## config.mk

```make
export PLATFORM = sky130hd
export DESIGN_NAME = ts_sync_detect
export DESIGN_NICKNAME = d
export VERILOG_FILES = /design/src/rtl/ts_sync_detect.sv
export SDC_FILE = /design/constraint.sdc
export NUM_CORES = 1
export LEC_CHECK = 0
export BUFFER_PORTS_ARGS = -buffer_cell sky130_fd_sc_hd__clkbuf_2
export CAP_MARGIN = 20
export CORE_UTILIZATION = 49
export DETAILED_ROUTE_END_ITERATION = 7
export PLACE_DENSITY_LB_ADDON = 0.12
export SLEW_MARGIN = 30
export SYNTH_ARGS = -nofsm -noshare
export SYNTH_HDL_FRONTEND = slang
export SYNTH_SLANG_ARGS = --single-unit
```

## constraint.sdc

```tcl
create_clock -name clk -period 3.4 [get_ports clk]
set_clock_uncertainty 0.15 [all_clocks]
set_input_delay 0.68 -clock clk [delete_from_list [all_inputs] [get_ports clk]]
set_output_delay 0.68 -clock clk [all_outputs]
set_load 0.02 [all_outputs]
```

## src/rtl/ts_sync_detect.sv

```systemverilog
module ts_sync_detect #(
  parameter int         FRAME_LEN   = 204,
  parameter int         LOCK_HITS   = 3,
  parameter int         DROP_MISSES = 4,
  parameter logic [7:0] SYNC_INIT   = 8'h47,
  localparam int        PW = $clog2(FRAME_LEN),
  localparam int        HW = $clog2(LOCK_HITS + 1),
  localparam int        MW = $clog2(DROP_MISSES)
) (
  input  logic          clk,
  input  logic          rst_n,
  input  logic          cfg_we,
  input  logic [7:0]    cfg_sync,
  input  logic          bypass,
  input  logic          in_valid,
  input  logic [7:0]    in_data,
  output logic          out_valid,
  output logic [7:0]    out_data,
  output logic          frame_start,
  output logic [PW-1:0] byte_idx,
  output logic          sync_inv,
  output logic          locked
);

  typedef enum logic [1:0] {S_HUNT, S_CHECK, S_LOCK} st_t;

  st_t           st;
  logic [7:0]    sync_q;
  logic [PW-1:0] pos;
  logic [HW-1:0] hits;
  logic [MW-1:0] miss;

  wire is_true = (in_data == sync_q);
  wire is_comp = (in_data == ~sync_q);
  wire hit     = is_true | is_comp;
  wire at_slot = (pos == PW'(FRAME_LEN - 1));
  wire [PW-1:0] pos_nxt = at_slot ? '0 : pos + 1'b1;

  assign locked = (st == S_LOCK);

  always_ff @(posedge clk) begin
    if (!rst_n) begin
      st          <= S_HUNT;
      sync_q      <= SYNC_INIT;
      pos         <= '0;
      hits        <= '0;
      miss        <= '0;
      out_valid   <= 1'b0;
      out_data    <= '0;
      frame_start <= 1'b0;
      byte_idx    <= '0;
      sync_inv    <= 1'b0;
    end else begin
      out_valid   <= in_valid;
      frame_start <= 1'b0;
      if (in_valid) out_data <= in_data;
      if (cfg_we) sync_q <= cfg_sync;

      if (bypass) begin
        st       <= S_HUNT;
        hits     <= '0;
        miss     <= '0;
        byte_idx <= '0;
        sync_inv <= 1'b0;
      end else if (in_valid) begin
        unique case (st)
          S_HUNT: begin
            if (hit) begin
              st   <= S_CHECK;
              pos  <= '0;
              hits <= HW'(1);
            end
          end
          S_CHECK: begin
            pos <= pos_nxt;
            if (at_slot) begin
              if (!hit) begin
                st <= S_HUNT;
              end else if (hits + 1'b1 == HW'(LOCK_HITS)) begin
                st          <= S_LOCK;
                miss        <= '0;
                frame_start <= 1'b1;
                byte_idx    <= '0;
                sync_inv    <= is_comp;
              end else begin
                hits <= hits + 1'b1;
              end
            end
          end
          S_LOCK: begin
            pos      <= pos_nxt;
            byte_idx <= pos_nxt;
            if (at_slot) begin
              if (hit) begin
                miss        <= '0;
                frame_start <= 1'b1;
                sync_inv    <= is_comp;
              end else if (miss == MW'(DROP_MISSES - 1)) begin
                st       <= S_HUNT;
                hits     <= '0;
                byte_idx <= '0;
                sync_inv <= 1'b0;
              end else begin
                miss        <= miss + 1'b1;
                frame_start <= 1'b1;
                sync_inv    <= 1'b0;
              end
            end
          end
          default: st <= S_HUNT;
        endcase
      end
    end
  end

endmodule

```

# ---- After elaboration in Yosys (flattened, before gate mapping)
# Cells that the tools add are included.
# W data, S select, Z words.
dict set report totals {
  reg_bits 41
  latch_bits 0
  ram_bits 0
  romBits 0
  inputBits 21
  mem_count 0
}
dict set report op_classes {
  addsub 3
  mul 0
  div_mod_pow 0
  magnitude_cmp 0
  n_eq_ne 17
  shifts 0
  n_mux 42
  bitwise 5
  reduce_logical 13
}
# op n
set ops {}
lappend ops {{$mux W8} 8}
lappend ops {{$mux W2} 16}
lappend ops {{$pmux W8 S2} 2}
lappend ops {{$eq A8 B8 Y1} 2}
lappend ops {{$reduce_and A7 Y1} 2}
lappend ops {{$ne A2 B2 Y1 const B} 6}
lappend ops {{$pmux W2 S3} 2}
lappend ops {{$mux W1} 11}
lappend ops {{$reduce_and A9 Y1} 1}
lappend ops {{$add A8 B1 Y8 const B} 1}
lappend ops {{$eq A8 B8 Y1 const B} 1}
lappend ops {{$not A8 Y8} 1}
lappend ops {{$eq A2 B2 Y1 const B} 3}
lappend ops {{$ne A3 B3 Y1 const B} 2}
lappend ops {{$reduce_and A6 Y1} 1}
lappend ops {{$reduce_and A5 Y1} 1}
lappend ops {{$add A2 B1 Y2 const B} 2}
lappend ops {{$ne A2 B1 Y1 const B} 2}
lappend ops {{$pmux W1 S2} 2}
lappend ops {{$pmux W2 S2} 1}
lappend ops {{$reduce_and A4 Y1} 1}
lappend ops {{$reduce_bool A2 Y1} 2}
lappend ops {{$reduce_or A2 Y1} 2}
lappend ops {{$not A1 Y1} 3}
lappend ops {{5 further kinds} 5}

# ---- Depth between registers and ports, before layout
# Gate-level depths: netlist of run 1.
dict set report logic_depth {
  ltp_word 6
  ltp_mapped 8
  mapped_depth_nobuf 7
}

# ---- Worst setup path before layout of run 1
# OpenSTA, ideal clock, no wires.
dict set report synth_timing {
  kind {input-to-reg}
  startpoint {input in_data[5]}
  endpoint {register pos[7]}
  setup_ps 70
  t_arrival_ps 2304
  slack_ps 876
  path_stages 8
  cell_sequence {xnor2_1 nand4_1 or2_1 buf_6 a31o_1 buf_6 or4_1 a21boi_1}
}
dict set report synth_via {
  elab_chain_len 4
  word_cells_on_any_way 5
  classes_between {eq/ne (3); bitwise (1); reduce/logical (1)}
}
# element line
set synth_rtl {}
lappend synth_rtl {{start: declaration} 16} ;# input logic [7:0] in_data,
lappend synth_rtl {{$eq A8 B8 Y1 (on tied branches)} {33, 34}}
lappend synth_rtl {{$or A1 B1 Y1 (*)} 35} ;# wire hit = is_true | is_comp;
lappend synth_rtl {{$ne A2 B2 Y1 (no source line) (*)} --}
lappend synth_rtl {{$reduce_and A4 Y1 (no source line) (*)} --}
lappend synth_rtl {{end signal: assignment} 75} ;# pos <= pos_nxt;
lappend synth_rtl {{end signal: assignment} 91} ;# pos <= pos_nxt;
lappend synth_rtl {{end: declaration} 29} ;# logic [PW-1:0] pos;
# Every way passes the cells marked *; elsewhere a longest branch is shown, timed or not.
# A chain may end at the register's enable or synchronous reset.

# ---- Final worst setup path of run 1
dict set report layout_timing {
  startpoint {register pos[0]}
  endpoint {register miss[1]}
}
dict set report layout_via {
  elab_chain_len 3
  word_cells_on_any_way 4
  classes_between {eq/ne (3); reduce/logical (1)}
}
# element line
set layout_rtl {}
lappend layout_rtl {{$eq A8 B8 Y1 (*)} 36} ;# wire at_slot = (pos == PW'(FRAME_LEN - 1));
lappend layout_rtl {{$ne A2 B1 Y1 (no source line) / $ne A2 B2 Y1 (equally long branches)} --}
lappend layout_rtl {{$reduce_and A7 Y1 (no source line) (*)} --}
lappend layout_rtl {{end signal: assignment} 104} ;# miss <= miss + 1'b1;
lappend layout_rtl {{end: declaration} 31} ;# logic [MW-1:0] miss;
# Marked as above.

==> flow_results.org, run 1 <==
** Status
- Status :: finished, final reports clean

** Layout
- Non-filler cells in the finished layout :: ~340
- The area growth from synthesis to layout is 15.4%.
- # diodes :: 0
- In the layout the commonest cells are sky130_fd_sc_hd__dfxtp_1, sky130_fd_sc_hd__clkbuf_2, sky130_fd_sc_hd__nand2_1, sky130_fd_sc_hd__mux2i_1, sky130_fd_sc_hd__nor2b_1.
- In the final layout, the share of cells above drive strength 1 is 0.197.
- Once layout is complete, the utilization of the core stands at 0.586.
- The final layout contains roughly 320 nets.
- The library cell used most frequently in the layout, excluding fill and tap cells, is sky130_fd_sc_hd__dfxtp_1.
- Layout filler cell count :: ~390

** Synthesis
- By area, the combinational part of the netlist is dominated by simple AND/OR/NAND/NOR gates.
- Main area contributors after synthesis :: sky130_fd_sc_hd__dfxtp_1, sky130_fd_sc_hd__mux2i_1, sky130_fd_sc_hd__nor2b_1
- During synthesis, Yosys emitted a total of 0 warnings.
- Number of standard cells after synthesis :: between 200 and 300
- Post-synthesis share of cell area spent on full adders, half adders and majority gates :: 0.0396
- Xor and xnor area share after synthesis :: 0.0555
- Async set or reset register ratio after synthesis :: 0
- Proportion of synthesized chip area in sequential cells :: 0.371
- Number of nets produced by synthesis :: about 280
- Summing every instance area after synthesis gives 2210 sq um.
- After synthesis the netlist holds a flip-flop and latch count of between 40 and 50.
- Syn_area_per_cell :: between 8 and 9 sq um
- Of the post-synthesis cell area, the part taken by muxes is 0.0860.
- Share of Yosys cell area claimed by the top area cell type :: 0.371
- In the synthesized netlist the dominant register cell turns out to be sky130_fd_sc_hd__dfxtp_1.
- Netlist cell types :: 43
- Of the total synthesized cell area, the portion taken by AND, OR, NAND and NOR gates is 0.230.
- Post-synthesis compound-gate area fraction :: 0.171
- Cell taking the most area after synthesis :: sky130_fd_sc_hd__dfxtp_1
- EDFF count, synth :: 0

** Worst setup path
- Worst setup path category :: reg2reg
- Critical path fanouts, max :: 10
- At the worst endpoint, the required time is between 3 and 4 ns.
- STA classifies the critical path endpoint as a flip-flop.
- Worst Setup Start Kind :: flip-flop
- At the worst endpoint, the arrival time is 2.56 ns.

** Clock network
- TritonCTS built the clock tree.
- After clock tree synthesis, the repair step resized 0 gates.
- Setup Buffers After CTS :: 0
- In this run, post-CTS hold repair placed 0 buffers.
- Maximum clock insertion buffer count :: 2
- Clock slew at reported path FFs :: 0.08 ns
- CTS Root Cell :: sky130_fd_sc_hd__clkbuf_8
- Number of levels in the clock H-tree :: 2
- Num CTS Buffers :: 5
- The clock drives 41 sinks.
- Worst-Skew Late Latency :: roughly 0.29 ns

** Detailed routing
- Number of DRC violations after detailed routing :: 0
- Dividing the detail-routed wire length by the instance count gives approximately 13 um.
- Using the TritonRoute via totals, the vias-per-cell ratio works out to about 5.6.
- Post-DRT Antenna Nets :: 0
- Router iterations before antenna repair :: 4
- Routed via count :: between 1500 and 2000
- In this run, the number of DRC markers left after iteration 0 of detailed routing was 87.
- For this block, the routed nets add up to 4580 um of wire.

** Flow run
- Max-cap violations in this run came to 0.

** STA
- Setup slack on the critical path of the routed design comes to just over 0.9 ns.
- Summed over all failing endpoints, the final setup total negative slack is 0 ns.
- RSZ-0062 raised after global routing :: no
- Share of the clock period used by the worst path :: 0.733
- The final max-slew violation count was 0.
- Achievable Freq :: 0.401 GHz
- Headroom to the max-slew limit came out at 0.617.
- Minimum clock period after layout :: between 2 and 2.5 ns
- Setup-failing EPs final :: 0
- Transition time of the tightest slew-check pin :: about 0.57 ns
- Fin. Hold Viols :: 0

** Pwr
- VDD sags by at most between 0.3 and 0.4 mV.
- The design draws 991 uW.
- Total leakage power :: 0.983 nW
- Total power per unit cell area :: between 300 and 400 nW/um^2

** GRT
- Entering global routing, the biggest net connects 28 pins.
- The first global-routing pass estimated 7900 um of wire.
- Global routing finished with a remaining overflow of 0.
- The number of global-route vias before repair was approximately 1800.
- In the global route stage, overall resource usage came out at 0.200.
- The number of antenna violations at the first check in global routing was 0.

** Placement
- Detailed placer's ending HPWL :: around 3400 um
- Including well taps, the total number of placed cells is about 330.
- The count of buffers added on input and output ports is 40.
- The congestion estimate from routability-driven global placement came to between 0.9 and 1.
- At the placement stage, the worst setup path has a slack of 0.608 ns.

** Die
- Measured along the x axis, the die boundary spans approximately 70 um.
- The initial utilization of the core area, before any placement, comes to 0.508.
- After floorplanning, the core was divided into 24 placement rows.
- The floorplan step defined a die boundary enclosing ~4800 sq um.
- Floorplan Core Area :: ~4400 sq um
- In this run the vertical extent of the chip is 69.2 um.
- I/O Pins :: approximately 40

** Worst hold path
- In this run the worst hold path is classified as reg2reg.
[synthesized netlist by cell type, types with 2 or more instances]
| cell | count |
|---|---|
| sky130_fd_sc_hd__o211ai_1 | 5 |
| sky130_fd_sc_hd__mux2i_1 | 19 |
| sky130_fd_sc_hd__a31oi_1 | 4 |
| sky130_fd_sc_hd__xor2_1 | 3 |
| sky130_fd_sc_hd__nand4_1 | 5 |
| sky130_fd_sc_hd__dfxtp_1 | 41 |
| sky130_fd_sc_hd__nor2b_1 | 16 |
| sky130_fd_sc_hd__a21boi_0 | 5 |
| sky130_fd_sc_hd__nor4_2 | 2 |
| sky130_fd_sc_hd__clkbuf_1 | 14 |
| sky130_fd_sc_hd__or4_1 | 2 |
| sky130_fd_sc_hd__or3_1 | 2 |
| sky130_fd_sc_hd__nand2_1 | 21 |
| sky130_fd_sc_hd__buf_6 | 2 |
| sky130_fd_sc_hd__o21a_1 | 3 |
| sky130_fd_sc_hd__a21boi_1 | 3 |
| sky130_fd_sc_hd__a21oi_1 | 13 |
| sky130_fd_sc_hd__inv_1 | 7 |
| sky130_fd_sc_hd__ha_1 | 7 |
| sky130_fd_sc_hd__xnor2_1 | 11 |
| sky130_fd_sc_hd__nand4b_1 | 3 |
| sky130_fd_sc_hd__nor2_1 | 13 |
| sky130_fd_sc_hd__o21ai_0 | 12 |
| sky130_fd_sc_hd__o31ai_1 | 2 |
| sky130_fd_sc_hd__nand3_1 | 14 |
| sky130_fd_sc_hd__nor4_1 | 2 |
| sky130_fd_sc_hd__nand2b_1 | 4 |
| sky130_fd_sc_hd__and2_1 | 4 |
[cell families after synthesis]
family | Yosys count
and+or+nand+nor | 93
AOI/OAI and AO/OA | 57
DFF | 41
buffers and inverters | 23
muxes | 19
xor gates and xnor gates | 14
adders and majority gates | 7
[metrics by stage]
step	cell area [sq um]	hold WS [ns]
after global placement	2430	0.301
after global routing	2550	0.335
final	2550	0.316
after detailed placement	2430	0.308
after floorplan	2210	0.288
after CTS	2550	0.319
[routing by layer]
| layer | vias up | wire length (um) | GRT usage |
|---|---|---|---|
| met5 | - | 0 | 0 |
| met4 | 0 | 45 | 0.0703 |
| met3 | 4 | 230 | 0.0422 |
| met2 | 57 | 2090 | 0.332 |
| met1 | 876 | 2210 | 0.256 |
| li1 | 973 | - | - |
[path summary, 6_finish.rpt]
check | start | endpoint | slack, ns | depth (start not counted)
hold / removal | byte_idx[7]$_SDFFE_PP0P_ | byte_idx[7]$_SDFFE_PP0P_ | 0.32 | 2
hold reg to reg | byte_idx[7]$_SDFFE_PP0P_ | byte_idx[7]$_SDFFE_PP0P_ | 0.32 | 2
setup reg to reg | pos[0]$_SDFFE_PN0P_ | miss[1]$_SDFFE_PP0P_ | 0.91 | 9
setup / recovery | pos[0]$_SDFFE_PN0P_ | miss[1]$_SDFFE_PP0P_ | 0.91 | 9
[layout make-up]
type	count	area (sq um)	share of cell area
repair buffers	44	230	0.0902
flip-flops and latches	41	821	0.322
well taps	52	65.1	0.0255
clock inverters	2	37.5	0.0147
multi-input cells	190	1290	0.505
clock buffers	6	82.6	0.0324
inverters	7	26.3	0.0103
[critical path, cell delays in order (launching register included)]
cell                        delay, ns
sky130_fd_sc_hd__dfxtp_1         0.42
sky130_fd_sc_hd__ha_1            0.29
sky130_fd_sc_hd__nand4b_1        0.17
sky130_fd_sc_hd__nor3_2          0.18
sky130_fd_sc_hd__buf_4           0.17
sky130_fd_sc_hd__and2_1          0.17
sky130_fd_sc_hd__o2111ai_2       0.13
sky130_fd_sc_hd__buf_4           0.20
sky130_fd_sc_hd__a22oi_1         0.32
sky130_fd_sc_hd__mux2i_1         0.22
[state kept, by name, summed over array words and instances, names as in the netlist]
signal and flops:
pos 8, sync_inv 1, frame_start 1, byte_idx 8
hits 2, sync_q 8, out_valid 1, st 2
out_data 8, miss 2
[where the power goes]
part | switching, mW | internal (mW)
logic | 0.0464 | 0.0370
clock network | 0.171 | 0.239
registers | 0.00658 | 0.492
Power figures use the tool's default switching activity.
==> run 2, diff against run 1 <==
--- a/config.mk
+++ b/config.mk
@@ -5,6 +5,7 @@
 export SDC_FILE = /design/constraint.sdc
 export NUM_CORES = 1
 export LEC_CHECK = 0
+export ABC_AREA = 1
 export BUFFER_PORTS_ARGS = -buffer_cell sky130_fd_sc_hd__clkbuf_2
 export CAP_MARGIN = 20
 export CORE_UTILIZATION = 49
==> constraint.sdc (replaced) <==
create_clock -name clk -period 2.05 [get_ports clk]
set_clock_uncertainty 0.15 [all_clocks]
set_input_delay 0.41 -clock clk [delete_from_list [all_inputs] [get_ports clk]]
set_output_delay 0.41 -clock clk [all_outputs]
set_load 0.02 [all_outputs]
==> run 2 against run 1 <==
  * Sequential share of layout area fell by 1.1 points
  * Cell count rose by 30%
  * Total power rose by 54%
  * Sequential cell count did not move
  * Via count rose by 18%
  * Clock power rose by 27%
  * Core utilization rose by 1.7 points
  * Synthesized area rose by 2.0%
  * Critical path type unchanged
  * Largest cell class unchanged
==> flow_results.org, run 2 <==
** STA
- The top achievable clock speed came to 0.537 GHz (+34%).
- Setup repair after global routing left no endpoint under its margin.
- The slew at the pin closest to its max-slew limit came to 0.532 ns (-0.0417 ns).
- The worst path setup slack after routing came to 0.188 ns (-0.721 ns).
- The setup total negative slack was 0 ns (unchanged).
- Final Slew Violations :: 0 (unchanged)
- The worst-case hold slack is 0.173 ns (-0.143 ns).
- Minimum clock period after layout :: 1.86 ns (-0.629 ns)
- The ratio of final minimum period to clock period was 0.908 (+0.176).
- Tightest slew margin relative to the limit :: 0.644 (+0.0273)
- The number of hold violations in the final report is 0 (unchanged).
- The final setup violation count came to 0 (unchanged).

** Synthesis
- Total of flip-flops plus latches after synthesis :: 41 (unchanged)
- Most instantiated cells after synthesis :: sky130_fd_sc_hd__nand2_1, sky130_fd_sc_hd__nor2_1, sky130_fd_sc_hd__dfxtp_1
- Yosys warning count :: 0 (unchanged)
- EDFF count, synth :: 0 (unchanged)
- Number of nets produced by synthesis :: 369 (+31%)
- Post-synth top flop :: sky130_fd_sc_hd__dfxtp_1
- Share of Yosys cell area claimed by the top area cell type :: 0.364 (-0.00721)
- The post-synthesis instance total was 341 (+34%).
- The average footprint of a synthesized cell is 6.61 sq um (-24%).
- Summed over all instances, the cell type with the most area after synthesis is sky130_fd_sc_hd__dfxtp_1.
- Count leader, synth :: sky130_fd_sc_hd__nand2_1
- The sequential element share of the synthesized area is 0.364 (-0.00721).
- The unique cell type count in the Yosys netlist was 28 (-35%).
- Mapped Area :: 2250 sq um (+2.0%)
- The share of async-settable or async-resettable flops after synthesis is 0 (unchanged).
- Main area contributors after synthesis :: sky130_fd_sc_hd__dfxtp_1, sky130_fd_sc_hd__nand2_1, sky130_fd_sc_hd__nor2_1

** Layout
- The final design instance area without fill came to 2640 sq um (+3.5%).
- Fraction of final layout cells with drive strength greater than 1 :: 0.217 (+0.0208)
- The combined flip-flop and latch cell area was 821 sq um (unchanged).
- The number of nets at the end of the flow is 418 (+32%).
- The count of antenna diodes in the layout came to 0 (unchanged).
- The top cell types in the final layout, fill and taps aside, are sky130_fd_sc_hd__nand2_1, sky130_fd_sc_hd__nor2_1, sky130_fd_sc_hd__dfxtp_1, sky130_fd_sc_hd__clkbuf_2, sky130_fd_sc_hd__inv_1.
- Footprint of the multi-input gates :: 1240 sq um (-3.9%)
- Layout filler cell count :: 434 (+13%)
- The number of standard cells in the final layout excluding fillers came to 443 (+30%).
- Leading cell type in the layout, fill and taps excluded :: sky130_fd_sc_hd__nand2_1
- The area growth from synthesis to layout is 17.1%.
- The post-route core utilization came to 0.602 (+0.0165).

** Worst setup path
- Worst Setup Start Kind :: flip-flop
- The critical path in this run is classified as reg2reg.
- The critical path arrival was 1.91 ns (-0.65 ns).
- The required time reported for the critical path endpoint was 2.09 ns (-1.38 ns).
- CP Launch Point :: pos[1]$_SDFFE_PN0P_
- Critical path fanouts, max :: 5 (-5)
- Capturing element type of the critical path :: flip-flop
- Reg2reg start :: pos[1]$_SDFFE_PN0P_

** Placement
- Port buffer count :: 40 (unchanged)
- Setup slack after placement :: 0.163 ns (-0.445 ns)
- The count of placed standard cells including taps came to 435 (+30%).
- Area of placed instances :: 2550 sq um (+5.0%)
- The half-perimeter wire length after placement is 4160 um (+24%).
- Final weighted congestion in routability-driven placement :: 0.937 (+3.6%)

** GRT
- Grt total ovfl :: 0 (unchanged)
- Initial antenna violation count :: 0 (unchanged)
- Tot GR Track Use :: 0.233 (+0.0332)
- The number of global-route vias before repair is 2073 (+14%).
- The largest net degree at the start of global routing came to 21 (-25%).
- The wire length of the first global-routing pass was 9050 um (+15%).

** Clock network
- Number of levels in the clock H-tree :: 2 (unchanged)
- Clock slew at reported path FFs :: 0.08 ns (about the same)
- The CTS buffer count is 5 (unchanged).
- CTS Sinks :: 41 (unchanged)
- Setup Buffers After CTS :: 0 (unchanged)
- TritonCTS built the clock tree.
- Maximum clock insertion buffer count :: 2 (unchanged)
- CTS Root Cell :: sky130_fd_sc_hd__clkbuf_8
- The number of buffers inserted by hold repair at cts came to 0 (unchanged).
- The later-pin clock latency in the skew report was 0.29 ns (about the same).

** Worst hold path
- The startpoint identified for the worst hold timing path is cfg_sync[6].
- Min-delay worst type :: in2reg

** Detailed routing
- The detailed-route wire length per cell was 11.9 um (-11%).
- Vias per std cell :: 5.08 (-9.1%)
- Post-DRT Antenna Nets :: 0 (unchanged)
- The number of violations reported at the end of detailed-routing iteration 0 was 153 (+76%).
- Number of DRC violations after detailed routing :: 0 (unchanged)
- The number of vias after detailed routing came to 2249 (+18%).
- The overall routed net length came to 5280 um (+15%).
- The number of search-and-repair iterations in the first detailed-routing pass is 4 (unchanged).

** Die
- Number of standard-cell rows in the floorplan :: 24 (unchanged)
- The die boundary height was 69.8 um (+0.96%).
- The area enclosed by the die boundary is 4880 sq um (+1.9%).
- The core area came to 4380 sq um (+0.69%).
- I/O Pins :: 41 (unchanged)
- Initial standard-cell utilization of the core :: 0.514 (+0.00651)
- Chip Width :: 69.8 um (+0.96%)

** Status
- Status :: finished, final reports clean

** Flow run
- Max-cap viol count :: 0 (unchanged)

** Pwr
- The total power of the final layout was 1.52 mW (+54%).
- Total leakage power :: 1.26 nW (+28%)
- The maximum vdd ir drop came to 0.399 mV (+26%).
- Total power per unit cell area :: 576 nW/um^2 (+48%)
run 2: where the power goes:
group | total [mW] | switching, mW | internal (mW)
Clock | 0.519 | 0.283 | 0.236
Combinational | 0.169 | 0.107 | 0.0629
Sequential | 0.833 | 0.0138 | 0.819
Total | 1.52 | 0.403 | 1.12
run 2: final timing paths:
path,cells past startpoint,slack (ns),end
setup / recovery,11,0.19,hits[0]$_SDFFE_PP0P_
hold reg to reg,2,0.33,byte_idx[6]$_SDFFE_PP0P_
hold / removal,3,0.17,sync_q[6]$_SDFFE_PN1P_
setup reg to reg,11,0.19,hits[0]$_SDFFE_PP0P_
run 2: what timing repair did:
| action | in CTS | in global routing |
|---|---|---|
| hold endpoints to repair | 0 | 0 |
| resized for setup | 0 | 2 |
| setup endpoints to repair | 0 | 4 |
run 2: kinds of logic (layout without fill, tap and decap cells):
logic type / after synthesis / after routing / synth area share
compound gates: 68 / 68 / 0.156
flops: 41 / 41 / 0.364
fa+ha+maj: 7 / 7 / 0.0388
simple gates: 175 / 175 / 0.352
buf+inv: 50 / 100 / 0.0888
run 2: worst max-delay path, cell delays in order, from the launching register on:
cell                      delay (ns)
sky130_fd_sc_hd__dfxtp_1        0.36
sky130_fd_sc_hd__ha_2           0.22
sky130_fd_sc_hd__nor3b_2        0.18
sky130_fd_sc_hd__nand2_2        0.14
sky130_fd_sc_hd__nand2_2        0.14
sky130_fd_sc_hd__inv_1          0.07
sky130_fd_sc_hd__nor2_1         0.11
sky130_fd_sc_hd__nand3_1        0.10
sky130_fd_sc_hd__nor2_2         0.15
sky130_fd_sc_hd__nand2_1        0.07
sky130_fd_sc_hd__nand2_1        0.06
sky130_fd_sc_hd__nor2_1         0.04
run 2: area by class of cell:
cell class / count / area share
well taps: 52 / 0.0246
clock inverters: 2 / 0.00379
multi-input cells: 250 / 0.469
inverters: 43 / 0.0630
flip-flops and latches: 41 / 0.311
clock buffers: 6 / 0.0275
repair buffers: 49 / 0.101
run 2: per-layer routing:
metal | routed length (um) | track usage | up-vias
met5 | 0 | 0 | -
met2 | 2480 | 0.387 | 60
li1 | - | - | 1186
met1 | 2440 | 0.297 | 995
met3 | 289 | 0.0509 | 8
met4 | 74 | 0.0822 | 0
==> run 3, diff against run 2 <==
--- a/config.mk
+++ b/config.mk
@@ -6,11 +6,13 @@
 export NUM_CORES = 1
 export LEC_CHECK = 0
 export ABC_AREA = 1
+export ABC_CLOCK_PERIOD_IN_PS = 2050
 export BUFFER_PORTS_ARGS = -buffer_cell sky130_fd_sc_hd__clkbuf_2
 export CAP_MARGIN = 20
 export CORE_UTILIZATION = 49
 export DETAILED_ROUTE_END_ITERATION = 7
 export PLACE_DENSITY_LB_ADDON = 0.12
+export RECOVER_POWER = 50
 export SLEW_MARGIN = 30
 export SYNTH_ARGS = -nofsm -noshare
 export SYNTH_HDL_FRONTEND = slang
==> run 3 against run 2 <==
  * Via count decreased by 0.18%
  * Cell count unchanged
  * Combinational power decreased by 3%
  * Sequential share of layout area increased by 0.34 points
  * Wire length decreased by 0.21%
  * Sequential power about the same
  * Die area unchanged
  * Sequential cell count unchanged
  * Largest power group unchanged
==> flow_results.org, run 3 (synthesized netlist as in run 2, its figures left out) <==
** Detailed routing
- The number of search-and-repair iterations in the first detailed-routing pass is 4 (unchanged).
- The number of nets still failing antenna checks after routing is 0 (unchanged).
- The count of unresolved DRC violations after routing is 0 (unchanged).
- The overall routed net length is 5270 um (-0.21%).
- The number of vias after detailed routing came to 2245 (-0.18%).
- The detail-routed via count per cell was 5.07 (-0.18%).
- The detailed-route wire length per cell is 11.9 um (-0.21%).
- The number of violations reported at the end of detailed-routing iteration 0 came to 129 (-16%).

** Layout
- The count of antenna diodes in the layout was 0 (unchanged).
- The fraction of final layout cells with drive strength greater than 1 is 0.174 (-0.0435).
- Final non-filler cell area :: 2610 sq um (-1.1%)
- The number of standard cells in the final layout excluding fillers was 443 (unchanged).
- Commonest cells after routing, fill and taps aside :: sky130_fd_sc_hd__nand2_1, sky130_fd_sc_hd__nor2_1, sky130_fd_sc_hd__dfxtp_1, sky130_fd_sc_hd__inv_1, sky130_fd_sc_hd__a21oi_1
- Nets :: 418 (unchanged)
- Final standard cell utilization of the core :: 0.596 (-0.00656)
- Synthesis-to-layout area growth :: 15.9%
- Leading cell type in the layout, fill and taps excluded :: sky130_fd_sc_hd__nand2_1

** GRT
- The remaining global-route overflow came to 0 (unchanged).
- Pin count of the biggest net entering global routing :: 21 (unchanged)
- The number of antenna violations at the first check in global routing came to 0 (unchanged).
- Tot GR Track Use :: 0.233 (unchanged)
- The number of global-route vias before repair came to 2073 (unchanged).
- First-pass GRT wire length :: 9050 um (unchanged)

** Worst setup path
- Data required time of the critical path :: 2.09 ns (about the same)
- The register-to-register path setup slack was 0.19 ns (about the same).
- Worst setup path category :: reg2reg
- The worst setup path is captured at a flip-flop.
- STA classifies the critical path startpoint as a flip-flop.
- The critical path arrival is 1.91 ns (about the same).
- Critical path fanouts, max :: 5 (unchanged)
- The startpoint identified for the worst register-to-register timing path is pos[1]$_SDFFE_PN0P_.
- In this run the critical register-to-register path is captured at hits[0]$_SDFFE_PP0P_.
- Reg2reg path depth :: 11 (unchanged)

** Worst hold path
- The worst hold path terminates at sync_q[6]$_SDFFE_PN1P_.
- Hold depth :: 3 (unchanged)
- In this run the most critical hold path is launched from cfg_sync[6].
- The min-delay analysis places its worst path in the category in2reg.

** Clock network
- The clock input transition at the sequential cells of the worst setup and hold paths was 0.08 ns (about the same).
- The number of buffers inserted by hold repair at cts is 0 (unchanged).
- CTS Root Cell :: sky130_fd_sc_hd__clkbuf_8
- Worst-Skew Late Latency :: 0.29 ns (about the same)
- The post-CTS setup buffer count came to 0 (unchanged).
- CTS Sinks :: 41 (unchanged)
- TritonCTS built the clock tree.
- Maximum clock insertion buffer count :: 2 (unchanged)
- Num CTS Buffers :: 5 (unchanged)
- The number of H-tree branching levels is 2 (unchanged).

** Die
- The die boundary height is 69.8 um (unchanged).
- Full die area :: 4880 sq um (unchanged)
- The initial cell density of the core came to 0.514 (unchanged).
- I/O Pins :: 41 (unchanged)
- The core area is 4380 sq um (unchanged).
- The row count came to 24 (unchanged).
- The width of the die is 69.8 um (unchanged).

** STA
- Share of the clock period used by the worst path :: 0.908 (about the same)
- Setup repair after global routing left no endpoint under its margin.
- Transition time of the tightest slew-check pin :: 0.734 ns (+0.202 ns)
- Tightest slew margin relative to the limit :: 0.511 (-0.133)
- Minimum clock period after layout :: 1.86 ns (-0.000515 ns)
- The setup total negative slack was 0 ns (unchanged).
- Setup-failing EPs final :: 0 (unchanged)
- Final Slew Violations :: 0 (unchanged)
- Achievable Freq :: 0.537 GHz (about the same)
- Fin. Hold Viols :: 0 (unchanged)

** Placement
- Placed cells :: 435 (unchanged)
- The half-perimeter wire length after placement is 4160 um (unchanged).
- The routability-driven placement congestion ratio is 0.937 (unchanged).
- Port buffer count :: 40 (unchanged)
- Area of placed instances :: 2550 sq um (unchanged)

** Pwr
- The maximum vdd ir drop was 0.399 mV (about the same).
- Total leakage power :: 1.20 nW (-4.5%)
- Total power per unit cell area :: 581 nW/um^2 (+0.79%)

** Status
- The run finished with clean final reports.

** Flow run
- The number of maximum-capacitance constraint violations is 0 (unchanged).
-- run 3: changes by cell type in the layout (fill, tap and decap cells not counted), sizes merged --
cell,change
clkbuf,+3
buf,-3
-- run 3: metrics by stage --
step	worst slack, ns	hold slack, ns	total power, mW
4_1_cts	0.157	0.169	1.53
6_report	0.188	0.174	1.52
5_1_grt	0.0253	0.201	1.58
3_5_place_dp	0.163	0.312	1.02
3_3_place_gp	0.192	0.311	1.02
2_1_floorplan	0.228	0.300	0.958
-- run 3: what timing repair did --
action	4_1_cts	5_1_grt
hold endpoints to repair	0	0
endpoints found under the setup margin	0	4
gates resized for setup	0	2
-- run 3: how the worst max path moves through the flow --
stage | end | start | cells past startpoint
final | hits[0]$_SDFFE_PP0P_ | pos[1]$_SDFFE_PN0P_ | 11
after global routing | hits[0]$_SDFFE_PP0P_ | pos[1]$_SDFFE_PN0P_ | 11
after CTS | miss[0]$_SDFFE_PP0P_ | st[1]$_SDFFE_PP0P_ | 11
after detailed placement | miss[0]$_SDFFE_PP0P_ | st[1]$_SDFFE_PP0P_ | 11
after global placement | byte_idx[1]$_SDFFE_PP0P_ | st[1]$_SDFFE_PP0P_ | 10
after floorplan | miss[0]$_SDFFE_PP0P_ | st[0]$_SDFFE_PP0P_ | 10
-- run 3: worst max-delay path, cell delays in order, from the launching register on --
cell	delay, ns
sky130_fd_sc_hd__dfxtp_1	0.36
sky130_fd_sc_hd__ha_2	0.22
sky130_fd_sc_hd__nor3b_2	0.18
sky130_fd_sc_hd__nand2_2	0.14
sky130_fd_sc_hd__nand2_2	0.14
sky130_fd_sc_hd__inv_1	0.07
sky130_fd_sc_hd__nor2_1	0.11
sky130_fd_sc_hd__nand3_1	0.10
sky130_fd_sc_hd__nor2_2	0.15
sky130_fd_sc_hd__nand2_1	0.07
sky130_fd_sc_hd__nand2_1	0.06
sky130_fd_sc_hd__nor2_1	0.04
-- run 3: power by group --
| group | switching [mW] | total (mW) | internal (mW) |
|---|---|---|---|
| combinational | 0.106 | 0.164 | 0.0574 |
| clock | 0.284 | 0.520 | 0.236 |
| sequential | 0.0138 | 0.833 | 0.819 |
-- run 3: metal layers --
layer,vias to the layer above,GRT usage,part of all wire
met5,-,0,0
met4,0,0.0822,0.014
met3,8,0.0509,0.054
met2,59,0.387,0.47
met1,993,0.297,0.46
li1,1185,-,-
-- run 3: final cells by class --
cell class / instances / area, sq um
sequential: 41 / 821
fill: 442 / 1770
inverter: 43 / 166
tap: 52 / 65.1
clock inverter: 2 / 10.0
multi-input combinational: 250 / 1240
clock buffer: 6 / 72.6
timing repair buffer: 49 / 239
